## src/rtl/ecc_inj_pkg.sv

```systemverilog
package ecc_inj_pkg;
  localparam int DATA_W   = 32;
  localparam int CHK_W    = 7;
  localparam int POS_W    = 7;
  localparam int CHK_BASE = 64;
  localparam int WORD_W   = DATA_W + CHK_W;
  localparam int N_EN     = 4;

  // Bit index of each enable in the packed enable vector.
  localparam int EN_SB_CONT = 0;
  localparam int EN_SB_ONCE = 1;
  localparam int EN_DB_CONT = 2;
  localparam int EN_DB_ONCE = 3;

  typedef enum logic [1:0] {
    INJ_NONE   = 2'd0,
    INJ_SINGLE = 2'd1,
    INJ_DOUBLE = 2'd2
  } inj_mode_e;
endpackage

```

## src/rtl/inj_pos_decode.sv

```systemverilog
// Turns the position value into a one-hot (or empty) mask over the stored word.
// The mask layout is {check bits, data bits}.
module inj_pos_decode #(
  parameter int DATA_W   = 32,
  parameter int CHK_W    = 7,
  parameter int POS_W    = 7,
  parameter int CHK_BASE = 64,
  localparam int WORD_W  = DATA_W + CHK_W
) (
  input  logic [POS_W-1:0]  pos,
  output logic [WORD_W-1:0] single_mask
);
  generate
    if (DATA_W > CHK_BASE) begin : g_bad_layout
      initial $error("data field overlaps check field in position map");
    end
    for (genvar i = 0; i < DATA_W; i++) begin : g_data
      assign single_mask[i] = (pos == POS_W'(i));
    end
    for (genvar k = 0; k < CHK_W; k++) begin : g_chk
      assign single_mask[DATA_W + k] = (pos == POS_W'(CHK_BASE + k));
    end
  endgenerate
endmodule

```

## src/rtl/inj_oneshot.sv

```systemverilog
// Arms on a rising edge of a one-shot enable, fires once, and waits for
// the enable to be seen low before it can arm again.
module inj_oneshot (
  input  logic clk,
  input  logic rst,
  input  logic en,
  input  logic consume,
  output logic armed
);
  logic en_q;
  logic armed_q;

  always_comb begin
    armed = en && (armed_q || !en_q);
  end

  always_ff @(posedge clk) begin
    if (rst) begin
      en_q    <= 1'b0;
      armed_q <= 1'b0;
    end else begin
      en_q    <= en;
      armed_q <= armed && !consume;
    end
  end
endmodule

```

## src/rtl/inj_mode_sel.sv

```systemverilog
// Picks the active injection mode from the enables and the one-shot arm flags.
module inj_mode_sel
  import ecc_inj_pkg::*;
#(
  parameter int N_EN_P = N_EN
) (
  input  logic [N_EN_P-1:0] en,
  input  logic              sb_armed,
  input  logic              db_armed,
  output logic              legal,
  output inj_mode_e         mode
);
  always_comb begin
    legal = ($countones(en) <= 1);
    mode  = INJ_NONE;
    if (legal) begin
      if (en[EN_SB_CONT] || (en[EN_SB_ONCE] && sb_armed)) mode = INJ_SINGLE;
      if (en[EN_DB_CONT] || (en[EN_DB_ONCE] && db_armed)) mode = INJ_DOUBLE;
    end
  end
endmodule

```

## src/rtl/ecc_wr_inject.sv

```systemverilog
module ecc_wr_inject
  import ecc_inj_pkg::*;
#(
  parameter int DATA_W_P   = DATA_W,
  parameter int CHK_W_P    = CHK_W,
  parameter int POS_W_P    = POS_W,
  parameter int CHK_BASE_P = CHK_BASE,
  localparam int WORD_W_L  = DATA_W_P + CHK_W_P
) (
  input  logic                clk,
  input  logic                rst,
  input  logic                cont_sb_en,
  input  logic                once_sb_en,
  input  logic                cont_db_en,
  input  logic                once_db_en,
  input  logic [POS_W_P-1:0]  err_pos,
  input  logic                wr_en,
  input  logic [DATA_W_P-1:0] wr_data,
  input  logic [CHK_W_P-1:0]  wr_chk,
  output logic                out_vld,
  output logic [DATA_W_P-1:0] out_data,
  output logic [CHK_W_P-1:0]  out_chk
);
  localparam int N_ONCE = 2;

  logic [N_EN-1:0]     en_vec;
  logic [N_ONCE-1:0]   once_en;
  logic [N_ONCE-1:0]   once_armed;
  logic                legal;
  inj_mode_e           mode;
  logic [WORD_W_L-1:0] single_mask;
  logic [WORD_W_L-1:0] parity_bit;
  logic [WORD_W_L-1:0] double_mask;
  logic [WORD_W_L-1:0] flip_mask;
  logic [WORD_W_L-1:0] word_in;
  logic [WORD_W_L-1:0] word_q;
  logic                vld_q;

  always_comb begin
    en_vec             = '0;
    en_vec[EN_SB_CONT] = cont_sb_en;
    en_vec[EN_SB_ONCE] = once_sb_en;
    en_vec[EN_DB_CONT] = cont_db_en;
    en_vec[EN_DB_ONCE] = once_db_en;
    once_en            = {once_db_en, once_sb_en};
  end

  // One arm tracker per one-shot enable. A shot is used up only by a write
  // that is actually allowed to inject.
  generate
    for (genvar s = 0; s < N_ONCE; s++) begin : g_once
      inj_oneshot u_shot (
        .clk     (clk),
        .rst     (rst),
        .en      (once_en[s]),
        .consume (wr_en && legal),
        .armed   (once_armed[s])
      );
    end
  endgenerate

  inj_mode_sel #(.N_EN_P(N_EN)) u_sel (
    .en       (en_vec),
    .sb_armed (once_armed[0]),
    .db_armed (once_armed[1]),
    .legal    (legal),
    .mode     (mode)
  );

  inj_pos_decode #(
    .DATA_W   (DATA_W_P),
    .CHK_W    (CHK_W_P),
    .POS_W    (POS_W_P),
    .CHK_BASE (CHK_BASE_P)
  ) u_dec (
    .pos         (err_pos),
    .single_mask (single_mask)
  );

  // The two-bit pattern adds the overall parity bit (check bit 0). A gap
  // position leaves the whole pattern empty, and position 64 cancels itself.
  always_comb begin
    parity_bit           = '0;
    parity_bit[DATA_W_P] = |single_mask;
    double_mask          = single_mask ^ parity_bit;
    unique case (mode)
      INJ_SINGLE: flip_mask = single_mask;
      INJ_DOUBLE: flip_mask = double_mask;
      default:    flip_mask = '0;
    endcase
    word_in = {wr_chk, wr_data};
  end

  always_ff @(posedge clk) begin
    if (rst) begin
      vld_q  <= 1'b0;
      word_q <= '0;
    end else begin
      vld_q <= wr_en;
      if (wr_en) word_q <= word_in ^ flip_mask;
    end
  end

  assign out_vld  = vld_q;
  assign out_data = word_q[DATA_W_P-1:0];
  assign out_chk  = word_q[WORD_W_L-1:DATA_W_P];
endmodule

```

## config.mk

```make
export PLATFORM = sky130hd
export DESIGN_NAME = ecc_wr_inject
export DESIGN_NICKNAME = d
export VERILOG_FILES = /design/src/rtl/ecc_inj_pkg.sv /design/src/rtl/inj_pos_decode.sv /design/src/rtl/inj_oneshot.sv /design/src/rtl/inj_mode_sel.sv /design/src/rtl/ecc_wr_inject.sv
export SDC_FILE = /design/constraint.sdc
export NUM_CORES = 1
export LEC_CHECK = 0
export ABC_AREA = 1
export BUFFER_PORTS_ARGS = -buffer_cell sky130_fd_sc_hd__buf_2
export CAP_MARGIN = 15
export CORE_MARGIN = 2
export CORE_UTILIZATION = 46
export CTS_CLUSTER_SIZE = 10
export DETAILED_ROUTE_END_ITERATION = 8
export GPL_TIMING_DRIVEN = 0
export PLACE_DENSITY_LB_ADDON = 0.12
export SLEW_MARGIN = 20
export SYNTH_ARGS = -nofsm -noshare
export SYNTH_HDL_FRONTEND = slang
export SYNTH_SLANG_ARGS = --single-unit
```

## constraint.sdc

```tcl
create_clock -name clk -period 3.5 [get_ports clk]
set_input_delay 0.875 -clock clk [delete_from_list [all_inputs] [get_ports clk]]
set_output_delay 0.875 -clock clk [all_outputs]
set_load 0.02 [all_outputs]
```

After elaboration in Yosys (flattened, before gate mapping)
Index checks and enable logic that the tools add are counted.
Storage, ports and cells
  ROM bits: 0
  RAM bits: 0
  input bits: 53
  bits in latches: 0
  memories: 0
  bits in registers: 44
  output and inout port bits: 40
Cells by class
  equality and inequality tests: 40
  divide/modulo/power cells: 0
  bitwise logic cells: 2
  magnitude comparators: 1
  mux-type cells: 4
  multiply operators: 0
  add/sub/neg operators: 3
  reductions and logical operators: 16
  shift-type cells: 0
Operators with widths (number)
  7-bit by 5-bit equality test with 1-bit output, second input constant: 16
  39-bit case mux with 2 select lines: 1
  7-bit by 4-bit equality test with 1-bit output, second input constant: 8
  7-bit equality test, second input constant: 7
  39-bit OR reduction: 1
  39-bit by 33-bit bitwise XOR with 39-bit output: 1
  39-bit bitwise XOR: 1
  32-bit adder: 1
  32-bit by 2-bit less-or-equal comparator with 1-bit output, second input constant: 1
  7-bit by 3-bit equality test with 1-bit output, second input constant: 4
  7-bit by 2-bit equality test with 1-bit output, second input constant: 2
  7-bit by 1-bit equality test with 1-bit output, second input constant: 1
  1-bit logical AND: 7
  7-bit zero test: 1
  1-bit by 1-bit adder with 2-bit output: 2
  1-bit logical OR: 4
  2-bit 2-to-1 mux: 2
  1-bit zero test: 3
  2-bit by 1-bit equality test with 1-bit output, second input constant: 1
  2-bit equality test, second input constant: 1
  1-bit 2-to-1 mux: 1

Logic depth before layout (Yosys ltp)
  depth in word-level cells: 11
  gate-level depth with buffers: 15

Hierarchy
Synthesis repeated with hierarchy kept, for this count alone.
Second synthesis, totals
  cells, all modules: 460
  area total of the unflattened synthesis: 2872.8 µm²
Modules (own cells, without submodules)
  ecc_wr_inject: area an instance 2312.2 µm², times used 1, cells an instance 347, sequential area each 800.8 µm²
  inj_pos_decode: area an instance 331.6 µm², times used 1, cells an instance 77, sequential area each 0.0 µm²
  inj_oneshot: area an instance 75.1 µm², times used 2, cells an instance 11, sequential area each 40.0 µm²
  inj_mode_sel: area an instance 78.8 µm², times used 1, cells an instance 14, sequential area each 0.0 µm²

Least setup slack after synthesis
No wires, ideal clock.
  path kind: input-to-reg
  start: input cont_sb_en
  end: register word_q[38]
  stages on the path: 14
  data arrival time: 3.232 ns
  path buffers: 1
  setup time: 0.115 ns
  path slack: 0.152 ns
  cell sequence: ha_1 -> ha_1 -> inv_1 -> fa_1 -> nand2_1 -> nor3_1 -> inv_1 -> ha_1 -> o21ai_2 -> buf_2 -> nor2_1 -> xor2_1 -> o21ai_0 -> inv_1
On the way
  word-level cells in the longest chain between the ends: 7
RTL lines
  start, declared: line ecc_wr_inject.sv:12  | input logic cont_sb_en,
  1-bit by 1-bit adder with 2-bit output (implied by the code) / 1-bit logical OR (equally long branches): line inj_mode_sel.sv:14, inj_mode_sel.sv:17
  32-bit adder (implied by the code) / 1-bit 2-to-1 mux (equally long branches): line inj_mode_sel.sv:14, inj_mode_sel.sv:17
  32-bit by 2-bit less-or-equal comparator with 1-bit output / 2-bit 2-to-1 mux (equally long branches): line inj_mode_sel.sv:14, inj_mode_sel.sv:18
  2-bit 2-to-1 mux *: line inj_mode_sel.sv:16  | if (legal) begin
  2-bit equality test / 2-bit by 1-bit equality test with 1-bit output (equally long branches): line ecc_wr_inject.sv:86  | unique case (mode)
  39-bit case mux with 2 select lines *: line ecc_wr_inject.sv:86
  39-bit bitwise XOR *: line ecc_wr_inject.sv:100  | if (wr_en) word_q <= word_in ^ flip_mask;
  end signal, assigned: line ecc_wr_inject.sv:100
  end, declared: line ecc_wr_inject.sv:36  | logic [WORD_W_L-1:0] word_q;
Every way passes the cells marked *; elsewhere a longest branch is shown, timed or not.
A chain may end at the register's enable or synchronous reset.

Final worst setup path
  start: input once_sb_en
  end: register word_q[29]
On the way
  word-level cells in the longest chain between the ends: 9
RTL lines
  start, declared: line ecc_wr_inject.sv:13  | input logic once_sb_en,
  parallel branches: the longest is 5 deep, another holds 32-bit adder
  2-bit 2-to-1 mux *: line inj_mode_sel.sv:16
  2-bit equality test / 2-bit by 1-bit equality test with 1-bit output (equally long branches): line ecc_wr_inject.sv:86
  39-bit case mux with 2 select lines *: line ecc_wr_inject.sv:86
  39-bit bitwise XOR *: line ecc_wr_inject.sv:100
Every way passes the cells marked *.

==> impl_metrics.json <==
{
  "fin_nets": 620,
  "setup_violations": 0,
  "fin_ws_ns": 0.1799,
  "io_buffers": 91,
  "placed_area_um2": 3381,
  "ctsHoldBuffers": 0,
  "drc": 0,
  "crit_fanout": 10,
  "min_to": "g_once[1].u_shot.armed_q",
  "start_util_pct": 47.82,
  "worstPathCellList": "buf_2, ha_1, ha_1, inv_1, fa_1, nand2_1, nor3_2, inv_1, ha_1, inv_2, o21ai_4, clkbuf_4, nor2_1, xor2_1, o21ai_0, inv_1",
  "antenna_found_initial": 0,
  "period_share_pct": 94.86,
  "grt_max_degree": 13,
  "outcome": "complete, no violations",
  "reg2reg_depth": 14,
  "vias": 3117,
  "grt-ovfl-total": 0,
  "rsz0062_at_grt": "no",
  "clock_latency_ns": 0.30,
  "worst_slew_pin_slew_ns": 0.5185,
  "ios": 93,
  "cts_tree": "yes",
  "dieHeight_um": 82.46,
  "finalCriticalPeriod_ns": 3.320,
  "synth.area.top_cells": "dfxtp_1 (31%), nor2_1 (17%), nand2_1 (11%), o21ai_0 (9.0%), inv_1 (7.7%)",
  "fmax_mhz": 301.2,
  "fin_util_pct": 59.28,
  "critPathSlowestCell": "fa_1",
  "area_growth_pct": 23.95,
  "powerDensity_nw_per_um2": 349.1,
  "leakage_nw": 1.983,
  "critPathMaxStageDelay_ns": 0.47,
  "post_drt_via_cell_ratio": 4.893,
  "drt_wl_total_um": 8194,
  "critical_path.startpoint_type": "input port",
  "final_cell_area_um2": 3510,
  "cts_sinks": 44,
  "path_class": "input port to flip-flop",
  "p_total_mw": 1.225,
  "diodes": 0,
  "fin_skew_ns": 0.007963,
  "report.final.hold_viol_count": 0,
  "die-area_um2": 6799,
  "rows": 28,
  "ant_nets": 0,
  "synth_top_area_share_pct": 31.11,
  "core_um2": 5921,
  "gp_congestion": 0.9326,
  "hold_ws_ns": 0.5219,
  "drtIter0Drc": 141,
  "grt_pass1_wl_um": 13130,
  "drt-wirelength-per-cell_um": 12.86,
  "worst_ir_drop_vdd_uv": 167.5,
  "cp.required_ns": 3.70,
  "drive_above_1_share_pct": 22.95,
  "synth-seq-cells": 44,
  "slew_headroom_pct": 65.43,
  "synthCells": 461,
  "crit_path_end_kind": "flip-flop",
  "grt_pass1_vias": 2813,
  "hold_path.class": "flip-flop to flip-flop",
  "ys_warn_count": 0,
  "clockBufferDepth": 2,
  "clk_pin_slew_ns": 0.09,
  "r2r-start": "g_once[1].u_shot.armed_q",
  "cts_root_buf": "clkbuf_8",
  "timing.max_cap.violations": 0,
  "grt_use_total_pct": 25.25,
  "synth_largest_area_cell": "dfxtp_1",
  "syn_area_per_cell_um2": 6.142,
  "reg2reg_slack_ns": 1.31,
  "arrival_ns": 3.52,
  "cts_buffers": 5,
  "dp_hpwl_um": 6478,
  "whs_path_depth": 3,
  "fill_cells": 580,
  "firstDrtPassIters": 5,
  "min_from": "g_once[1].u_shot.en_q",
  "synth.distinct_cells": 30,
  "slew_viol_final": 0,
  "die_x_um": 82.46,
  "yosysSeqAreaShare_pct": 31.11,
  "syn_nets": 520,
  "htree_levels": 2,
  "pre_cts_ws_ns": -0.4256,
  "synth_area_um2": 2831,
  "r2r-end": "word_q[29]"
}
-- power by group --
group,leakage (nW),internal (mW),switching (mW),total [mW]
clock,0.0455,0.161,0.177,0.338
sequential,0.366,0.535,0.0156,0.551
combinational,1.57,0.120,0.216,0.336
-- cell type report --
| cell class | count | area [µm²] | share of cell area, % |
|---|---|---|---|
| plain buffers | 20 | 126.4 | 3.601 |
| clock buffers | 8 | 90.09 | 2.567 |
| inverters | 59 | 221.5 | 6.310 |
| multi-input cells | 338 | 1627 | 46.35 |
| flip-flops and latches | 44 | 880.8 | 25.10 |
| well taps | 75 | 93.84 | 2.674 |
| repair buffers | 93 | 470.5 | 13.40 |
-- flip-flops by register name (all words and copies together) (netlist names) --
name,count
word_q,39
out_vld,1
g_once.u_shot.armed_q,2
g_once.u_shot.en_q,2
-- cell families (layout without fill, tap and decap cells) --
| group | after synthesis | after routing | synth area share [%] |
|---|---|---|---|
| AOI/OAI and AO/OA | 58 | 58 | 10.52 |
| xor gates and xnor gates | 21 | 21 | 6.496 |
| DFF | 44 | 44 | 31.11 |
| and+or+nand+nor | 252 | 252 | 36.46 |
| buffers and inverters | 79 | 180 | 11.97 |
| muxes | 1 | 1 | 0.5301 |
| adders and majority gates | 6 | 6 | 2.917 |
-- how the worst max path moves through the flow --
| stage | start | to | cells past startpoint | slack [ns] |
|---|---|---|---|---|
| 2_1_floorplan | cont_sb_en | word_q[38] | 14 | 0.15 |
| 3_5_place_dp | once_sb_en | word_q[20] | 14 | -0.43 |
| 5_1_grt | once_sb_en | word_q[36] | 16 | 0.003 |
| 3_3_place_gp | once_db_en | word_q[18] | 14 | -0.34 |
| 6_report | once_sb_en | word_q[29] | 16 | 0.18 |
| 4_1_cts | once_sb_en | word_q[28] | 15 | 0.02 |
-- critical path: cells and delay by family --
family,cells,cell delay (ns)
AO/OA/AOI/OAI,2,0.25
XOR/XNOR,1,0.10
adder cells (fa/ha/maj),4,1.19
buffers and inverters,6,0.58
AND/OR/NAND/NOR,3,0.52
-- routing by layer --
| metal | part of all wire, % | wire [µm] | GRT usage [%] |
|---|---|---|---|
| met5 | 0 | 0 | 0 |
| met1 | 46 | 3797 | 32.93 |
| met3 | 5.8 | 477 | 4.457 |
| met2 | 47 | 3850 | 43.63 |
| met4 | 0.83 | 68 | 5.000 |
-- synth_stat cells --
| cell type | count |
|---|---|
| buf_8 | 1 |
| o21ai_2 | 1 |
| a211o_1 | 1 |
| o21ai_1 | 3 |
| nand2_2 | 7 |
| ha_1 | 5 |
| nand3_2 | 2 |
| nor2_2 | 3 |
| clkbuf_8 | 1 |
| o21ai_0 | 51 |
| inv_1 | 58 |
| xnor2_1 | 1 |
| clkbuf_1 | 12 |
| inv_2 | 1 |
| nor3_1 | 18 |
| xor2_1 | 20 |
| a21oi_1 | 2 |
| nand4_1 | 3 |
| nor2_4 | 2 |
| buf_6 | 2 |
| buf_2 | 2 |
| fa_1 | 1 |
| and2_1 | 1 |
| nand2_1 | 85 |
| buf_1 | 1 |
| nor2_1 | 130 |
| dfxtp_1 | 44 |
| clkbuf_4 | 1 |
| mux2_4 | 1 |
| nand3_1 | 1 |
-- metrics by stage --
| stage | setup TNS [ns] | cells |
|---|---|---|
| floorplan | 0 | 461 |
| global placement | -8.720 | 627 |
| detailed placement | -12.39 | 627 |
| CTS | 0 | 635 |
| global route | 0 | 637 |
| finish | 0 | 637 |
-- cell usage in the layout, fill, tap and decap left out, drive strengths merged, types with 2 or more instances in the layout --
master  count
a21oi       2
buf        99
clkbuf     22
dfxtp      44
ha          5
inv        59
nand2      92
nand3       3
nand4       3
nor2      135
nor3       18
o21ai      55
xor2       20
-- repair_timing --
action | 4_1_cts | 5_1_grt
pin swaps | 0 | 1
buffers inserted | 0 | 2
gates resized for setup | 4 | 12
setup endpoints to repair | 29 | 34
No activity file was read; power rests on OpenSTA's default activity.
